==> src/rtl/sfr_pkg.sv <==
package sfr_pkg;

  // Parser position inside the frame envelope
  typedef enum logic [2:0] {
    ST_HUNT,
    ST_HDR,
    ST_TRG,
    ST_LEN,
    ST_PAY,
    ST_TLR
  } rx_state_t;

endpackage

==> src/rtl/sfr_lane_deser.sv <==
// One lane: two bits per cycle (rising edge first), LSB-first word assembly.
module sfr_lane_deser #(
  parameter int WORD_W = 30
) (
  input  logic              clk,
  input  logic              rst,
  input  logic              run,
  input  logic              bit_r,
  input  logic              bit_f,
  output logic [WORD_W-1:0] word,
  output logic              word_vld
);
  localparam int CYC = WORD_W / 2;
  localparam int CW  = $clog2(CYC);

  logic [CW-1:0]     cnt;
  logic [WORD_W-1:0] sh;
  logic [WORD_W-1:0] sh_nx;

  // New bits enter at the top; after CYC shifts the oldest pair sits at [1:0]
  assign sh_nx = {bit_f, bit_r, sh[WORD_W-1:2]};

  always_ff @(posedge clk) begin
    if (rst) begin
      cnt      <= '0;
      sh       <= '0;
      word     <= '0;
      word_vld <= 1'b0;
    end else begin
      word_vld <= 1'b0;
      if (!run) begin
        cnt <= '0;
      end else begin
        sh <= sh_nx;
        if (cnt == CW'(CYC - 1)) begin
          cnt      <= '0;
          word     <= sh_nx;
          word_vld <= 1'b1;
        end else begin
          cnt <= cnt + 1'b1;
        end
      end
    end
  end

endmodule

==> src/rtl/sfr_frame_parser.sv <==
// Walks header, trigger, count/length, payload and trailer on lockstep lanes.
module sfr_frame_parser
  import sfr_pkg::*;
#(
  parameter int WORD_W     = 30,
  parameter int LEN_W      = 10,
  parameter int CEIL_LONG  = 416,
  parameter int CEIL_SHORT = 208
) (
  input  logic                    clk,
  input  logic                    rst,
  input  logic                    dual_en,
  input  logic                    grade_short,
  input  logic [WORD_W-1:0]       hdr_pat0,
  input  logic [WORD_W-1:0]       hdr_pat1,
  input  logic [WORD_W-1:0]       tlr_pat0,
  input  logic [WORD_W-1:0]       tlr_pat1,
  input  logic                    mark,
  input  logic [WORD_W-1:0]       w0,
  input  logic [WORD_W-1:0]       w1,
  input  logic                    wv,
  output logic                    arm,
  output logic                    pay_vld,
  output logic [WORD_W-1:0]       pay_data,
  output logic                    pay_lane,
  output logic                    pay_sof,
  output logic                    pay_eof,
  output logic                    meta_vld,
  output logic [WORD_W-1:0]       meta_trig,
  output logic [WORD_W-LEN_W-1:0] meta_fcnt,
  output logic [LEN_W-1:0]        meta_len,
  output logic                    frame_ok,
  output logic                    err_sync,
  output logic                    err_len
);
  localparam logic [LEN_W-1:0] CL = LEN_W'(CEIL_LONG);
  localparam logic [LEN_W-1:0] CS = LEN_W'(CEIL_SHORT);

  rx_state_t         state;
  logic              dual_q;
  logic              grade_q;
  logic [LEN_W-1:0]  remain;
  logic              first;
  logic [WORD_W-1:0] trig_q;
  logic [WORD_W-1:0] l1_hold;
  logic              l1_pend;
  logic              l1_last;

  logic             hdr_bad;
  logic             tlr_bad;
  logic             len_bad;
  logic             to_hunt;
  logic             last;
  logic [LEN_W-1:0] len0;
  logic [LEN_W-1:0] ceil_sel;

  always_comb begin
    len0     = w0[LEN_W-1:0];
    ceil_sel = grade_q ? CS : CL;
    hdr_bad  = (w0 != hdr_pat0) | (dual_q & (w1 != hdr_pat1));
    tlr_bad  = (w0 != tlr_pat0) | (dual_q & (w1 != tlr_pat1));
    len_bad  = (len0 > ceil_sel) | (dual_q & (w1[LEN_W-1:0] != len0));
    last     = (remain == LEN_W'(1));
    to_hunt  = wv & (((state == ST_HDR) & hdr_bad) |
                     ((state == ST_LEN) & len_bad) |
                     (state == ST_TLR));
    arm      = (state == ST_HUNT) | to_hunt;
  end

  always_ff @(posedge clk) begin
    if (rst) begin
      state     <= ST_HUNT;
      dual_q    <= 1'b0;
      grade_q   <= 1'b0;
      remain    <= '0;
      first     <= 1'b0;
      trig_q    <= '0;
      l1_hold   <= '0;
      l1_pend   <= 1'b0;
      l1_last   <= 1'b0;
      pay_vld   <= 1'b0;
      pay_data  <= '0;
      pay_lane  <= 1'b0;
      pay_sof   <= 1'b0;
      pay_eof   <= 1'b0;
      meta_vld  <= 1'b0;
      meta_trig <= '0;
      meta_fcnt <= '0;
      meta_len  <= '0;
      frame_ok  <= 1'b0;
      err_sync  <= 1'b0;
      err_len   <= 1'b0;
    end else begin
      pay_vld  <= 1'b0;
      pay_sof  <= 1'b0;
      pay_eof  <= 1'b0;
      meta_vld <= 1'b0;
      frame_ok <= 1'b0;
      err_sync <= 1'b0;
      err_len  <= 1'b0;

      if (arm) begin
        dual_q  <= dual_en;
        grade_q <= grade_short;
      end

      // Second half of a dual-lane slot leaves one cycle after the first
      if (l1_pend) begin
        pay_vld  <= 1'b1;
        pay_data <= l1_hold;
        pay_lane <= 1'b1;
        pay_eof  <= l1_last;
        l1_pend  <= 1'b0;
      end

      case (state)
        ST_HUNT: if (mark) state <= ST_HDR;
        ST_HDR: if (wv) begin
          if (hdr_bad) begin
            err_sync <= 1'b1;
            state    <= mark ? ST_HDR : ST_HUNT;
          end else begin
            state <= ST_TRG;
          end
        end
        ST_TRG: if (wv) begin
          trig_q <= w0;
          state  <= ST_LEN;
        end
        ST_LEN: if (wv) begin
          if (len_bad) begin
            err_len <= 1'b1;
            state   <= mark ? ST_HDR : ST_HUNT;
          end else begin
            meta_vld  <= 1'b1;
            meta_trig <= trig_q;
            meta_fcnt <= w0[WORD_W-1:LEN_W];
            meta_len  <= len0;
            remain    <= len0;
            first     <= 1'b1;
            state     <= (len0 == '0) ? ST_TLR : ST_PAY;
          end
        end
        ST_PAY: if (wv) begin
          pay_vld  <= 1'b1;
          pay_data <= w0;
          pay_lane <= 1'b0;
          pay_sof  <= first;
          pay_eof  <= last & ~dual_q;
          first    <= 1'b0;
          if (dual_q) begin
            l1_hold <= w1;
            l1_pend <= 1'b1;
            l1_last <= last;
          end
          remain <= remain - 1'b1;
          if (last) state <= ST_TLR;
        end
        ST_TLR: if (wv) begin
          if (tlr_bad) err_len  <= 1'b1;
          else         frame_ok <= 1'b1;
          state <= mark ? ST_HDR : ST_HUNT;
        end
        default: state <= ST_HUNT;
      endcase
    end
  end

endmodule

==> src/rtl/sfr_frame_rx.sv <==
module sfr_frame_rx #(
  parameter int WORD_W     = 30,
  parameter int LEN_W      = 10,
  parameter int CEIL_LONG  = 416,
  parameter int CEIL_SHORT = 208
) (
  input  logic                    clk,
  input  logic                    rst,
  input  logic                    dual_en,
  input  logic                    grade_short,
  input  logic [WORD_W-1:0]       hdr_pat0,
  input  logic [WORD_W-1:0]       hdr_pat1,
  input  logic [WORD_W-1:0]       tlr_pat0,
  input  logic [WORD_W-1:0]       tlr_pat1,
  input  logic                    mark,
  input  logic [1:0]              d_rise,
  input  logic [1:0]              d_fall,
  output logic                    pay_vld,
  output logic [WORD_W-1:0]       pay_data,
  output logic                    pay_lane,
  output logic                    pay_sof,
  output logic                    pay_eof,
  output logic                    meta_vld,
  output logic [WORD_W-1:0]       meta_trig,
  output logic [WORD_W-LEN_W-1:0] meta_fcnt,
  output logic [LEN_W-1:0]        meta_len,
  output logic                    frame_ok,
  output logic                    err_sync,
  output logic                    err_len
);
  localparam int LANES = 2;

  logic [WORD_W-1:0] lw [LANES];
  logic [LANES-1:0]  lv;
  logic              arm;
  logic              run;

  // Deserializers idle while hunting unless a marker opens a frame
  assign run = ~arm | mark;

  for (genvar g = 0; g < LANES; g++) begin : g_lane
    sfr_lane_deser #(.WORD_W(WORD_W)) u_deser (
      .clk      (clk),
      .rst      (rst),
      .run      (run),
      .bit_r    (d_rise[g]),
      .bit_f    (d_fall[g]),
      .word     (lw[g]),
      .word_vld (lv[g])
    );
  end

  sfr_frame_parser #(
    .WORD_W     (WORD_W),
    .LEN_W      (LEN_W),
    .CEIL_LONG  (CEIL_LONG),
    .CEIL_SHORT (CEIL_SHORT)
  ) u_parser (
    .clk         (clk),
    .rst         (rst),
    .dual_en     (dual_en),
    .grade_short (grade_short),
    .hdr_pat0    (hdr_pat0),
    .hdr_pat1    (hdr_pat1),
    .tlr_pat0    (tlr_pat0),
    .tlr_pat1    (tlr_pat1),
    .mark        (mark),
    .w0          (lw[0]),
    .w1          (lw[1]),
    .wv          (&lv),
    .arm         (arm),
    .pay_vld     (pay_vld),
    .pay_data    (pay_data),
    .pay_lane    (pay_lane),
    .pay_sof     (pay_sof),
    .pay_eof     (pay_eof),
    .meta_vld    (meta_vld),
    .meta_trig   (meta_trig),
    .meta_fcnt   (meta_fcnt),
    .meta_len    (meta_len),
    .frame_ok    (frame_ok),
    .err_sync    (err_sync),
    .err_len     (err_len)
  );

endmodule

==> config.mk <==
export PLATFORM = sky130hd
export DESIGN_NAME = sfr_frame_rx
export DESIGN_NICKNAME = d
export VERILOG_FILES = /design/src/rtl/sfr_pkg.sv /design/src/rtl/sfr_lane_deser.sv /design/src/rtl/sfr_frame_parser.sv /design/src/rtl/sfr_frame_rx.sv
export SDC_FILE = /design/constraint.sdc
export NUM_CORES = 1
export LEC_CHECK = 0
export ABC_AREA = 1
export CORE_MARGIN = 3
export CORE_UTILIZATION = 53
export DETAILED_ROUTE_END_ITERATION = 8
export PLACE_DENSITY = 0.83
export SYNTH_ARGS = -nofsm -noshare
export SYNTH_HDL_FRONTEND = slang
export SYNTH_SLANG_ARGS = --single-unit
==> constraint.sdc <==
create_clock -name clk -period 2.96 [get_ports clk]
set_clock_uncertainty 0.15 [all_clocks]
set_input_delay 0.444 -clock clk [delete_from_list [all_inputs] [get_ports clk]]
set_output_delay 0.444 -clock clk [all_outputs]
set_load 0.02 [all_outputs]
==> out/results.ini <==
[yosys]
synth_top_cell_area_share_pct=45.1
synthXorXnorAreaFrac_pct=6.08
synthMuxAreaShare_pct=1.72
synth-adder-area-share_pct=0.934
yosysSeqAreaShare_pct=45.1
synth_top_family_by_area=simple AND/OR/NAND/NOR gates
yosys_warnings=0
synth.distinct_cells=41
synth_simple_gate_area_share_pct=21.4
synth-compound-area-share_pct=16.3
synthesis.area_um2=13400
synth_nets=1920
syn-mean-instance-area_um2=7.53
yosys-top-cells-area=dfxtp_1, a21oi_1, nand2_1
ys_ff_latch=302
synth.largest_area_cell=dfxtp_1
synthCells=1781

[clock_tree]
clockRootBuffer=clkbuf_16
hold_buffers=0
insertion_delay_ns=0.55
cts_tree=yes
clkSinkCount=302
htreeDepth=1
cts_buffer_depth=3
clkTransAtPathRegs_ns=0.06
numCtsBuffers=29

[status]
status=finished, final reports clean

[global_routing]
antenna_found_initial=4
grt_pass1_vias=12000
grt_pass1_wl_um=62800
overflow=0
grt_max_degree=120
grt_util_all_layers_pct=29.1

[setup_path]
timing.critical_path.mode_cell=nand2_1
crit_path_end_kind=flop
arrival_ns=3.02
crit_type=flop to flop
path_max_fanout=23
cp_cell_sequence=buf_4, nand2_1, nand2_1, nor3_1, nand2_1, nor2_1, buf_4, nand2_1, nor2_2, nand2_1, nand2_1, nand2_1, nand2_2, nand2_2, nand2_8, buf_6, nand3b_1, nand2_1, nor2_1
cp.required_ns=3.24
cp_slowest_cell=dfxtp_1
cp-start-kind=flop
cpPeakStageDelay_ns=0.33

[detailed_routing]
drc=0
vias=12900
drt_iter0_drc=1216
totalWireLength_um=41700
wl_per_cell_um=17.9
drt_pass1_iterations=5
drtAntennaViolNets=0
vias_per_cell=5.53

[layout]
drive_gt1_share_pct=7.43
syn2layout_area_growth_pct=28.6
nets=2122
n_fill_cell=1913
final_cell_mix=dfxtp_1, nand2_1, a21oi_1
stdcell_area_um2=17200
layout_commonest_cell=dfxtp_1

[placement]
place.port_buffers=226
gp_congestion=0.981
dpl-instance-area_um2=16100
dp_hpwl_um=29700
preCtsSetupSlack_ns=-0.298

[floorplan]
die_y_um=165
initial_core_util_pct=54.5
die_w_um=165
io_pins=227
core-area_um2=24600
dieArea_um2=27200
num_rows=57

[timing]
hold_viol=0
setup_viol=0
fin_crit_sh_pct=92.8
slew_violations=0
timing.final.ws_setup_ns=0.213
fin_crit_ns=2.75
hold_slack_ns=0.104
rsz0062_at_grt=no
tightest_slew_ns=0.844
maxSlewHeadroom_pct=43.7
fmax_mhz=364
setup_tns_ns=0

[power]
vdd_ir_drop_max_mv=0.419
p_per_area_nw_per_um2=559
p_leak_uw=0.00660
finalPower_uw=9630

[flow_run]
max-cap-violations=0

[hold_path]
hp-class=primary input to flop

what timing repair did:
item,in CTS,in global routing
gates resized for setup,0,10
endpoints found under the setup margin,0,121
setup buffers,0,0
synthesized netlist by cell type, drive strengths merged:
library cell and n:
a21boi 1, nand2 288, clkinv 3, nand3b 47
nand4 6, o21ai 147, o2111ai 1, a211oi 3
dfxtp 302, nor3 9, xor2 41, or2 14
a21oi 226, xnor2 52, nor4 11, nor3b 1
mux2i 23, a31oi 4, o211ai 2, o22ai 24
inv 163, nor2 184, a31o 1, a221oi 2
clkbuf 79, ha 10, a311oi 7, nand3 93
buf 37
registers in the layout, summed over array words and instances, names as in the netlist, 2 cells and up:
signal,cells
u_parser.l1_hold,30
g_lane.u_deser.word_vld,2
u_parser.trig_q,30
u_parser.remain,10
u_parser.meta_trig,30
g_lane.u_deser.cnt,8
g_lane.u_deser.sh,56
u_parser.state,3
u_parser.meta_fcnt,20
u_parser.pay_data,30
u_parser.meta_len,10
g_lane.u_deser.word,60
through the flow:
stage / std cells / utilization [%]
2_1_floorplan: 1781 / -
3_3_place_gp: 2275 / 65.5
3_5_place_dp: 2275 / 65.5
4_1_cts: 2329 / 69.8
5_1_grt: 2332 / 70.0
6_report: 2333 / 70.0
final cells by class:
cell class	instances	area [um2]	share of cell area (%)
antenna	3	7.51	0.0436
clock buffer	35	788	4.57
clock inverter	19	269	1.56
inverter	166	626	3.63
multi-input combinational	1197	6250	36.3
sequential	302	6050	35.1
tap	324	405	2.35
timing repair buffer	287	2840	16.5
metal layers:
metal  share of wire (%)  vias to the layer above  GRT usage, %
met1                  40                     5967          37.3
met5               0.048                        -             0
met4                 4.2                        2          12.8
met2                  47                      600          48.0
met3                 9.1                      109          4.87
li1                    -                     6235             -
worst paths after layout:
path                            cells past startpoint                                endpoint  slack, ns                                     from
worst min register to register                      2             u_parser.pay_sof$_SDFF_PP0_       0.28              u_parser.first$_SDFFE_PP0P_
worst max-delay path                               19  g_lane[1].u_deser.word[4]$_SDFFE_PP0P_       0.21  g_lane[0].u_deser.word[10]$_SDFFE_PP0P_
worst max register to register                     19  g_lane[1].u_deser.word[4]$_SDFFE_PP0P_       0.21  g_lane[0].u_deser.word[10]$_SDFFE_PP0P_
worst min-delay path                                4             u_parser.err_len$_SDFF_PP0_       0.10                                      rst
power breakdown:
part	switching, uW	internal (uW)	total (uW)
Clock	1620	2430	4060
Sequential	65.2	4120	4190
Combinational	853	532	1390
logic make-up after synthesis:
kind of cell / count (synthesis)
xor+xnor: 93
simple gates: 653
flops: 302
mux: 23
compound gates: 418
buf+inv: 282
fa+ha+maj: 10
critical path, delay by kind of cell, from the launching register on:
kind	cells	cell delay [ns]
buf+inv	3	0.53
flops	1	0.33
simple gates	16	1.61
Power figures use the tool's default switching activity.
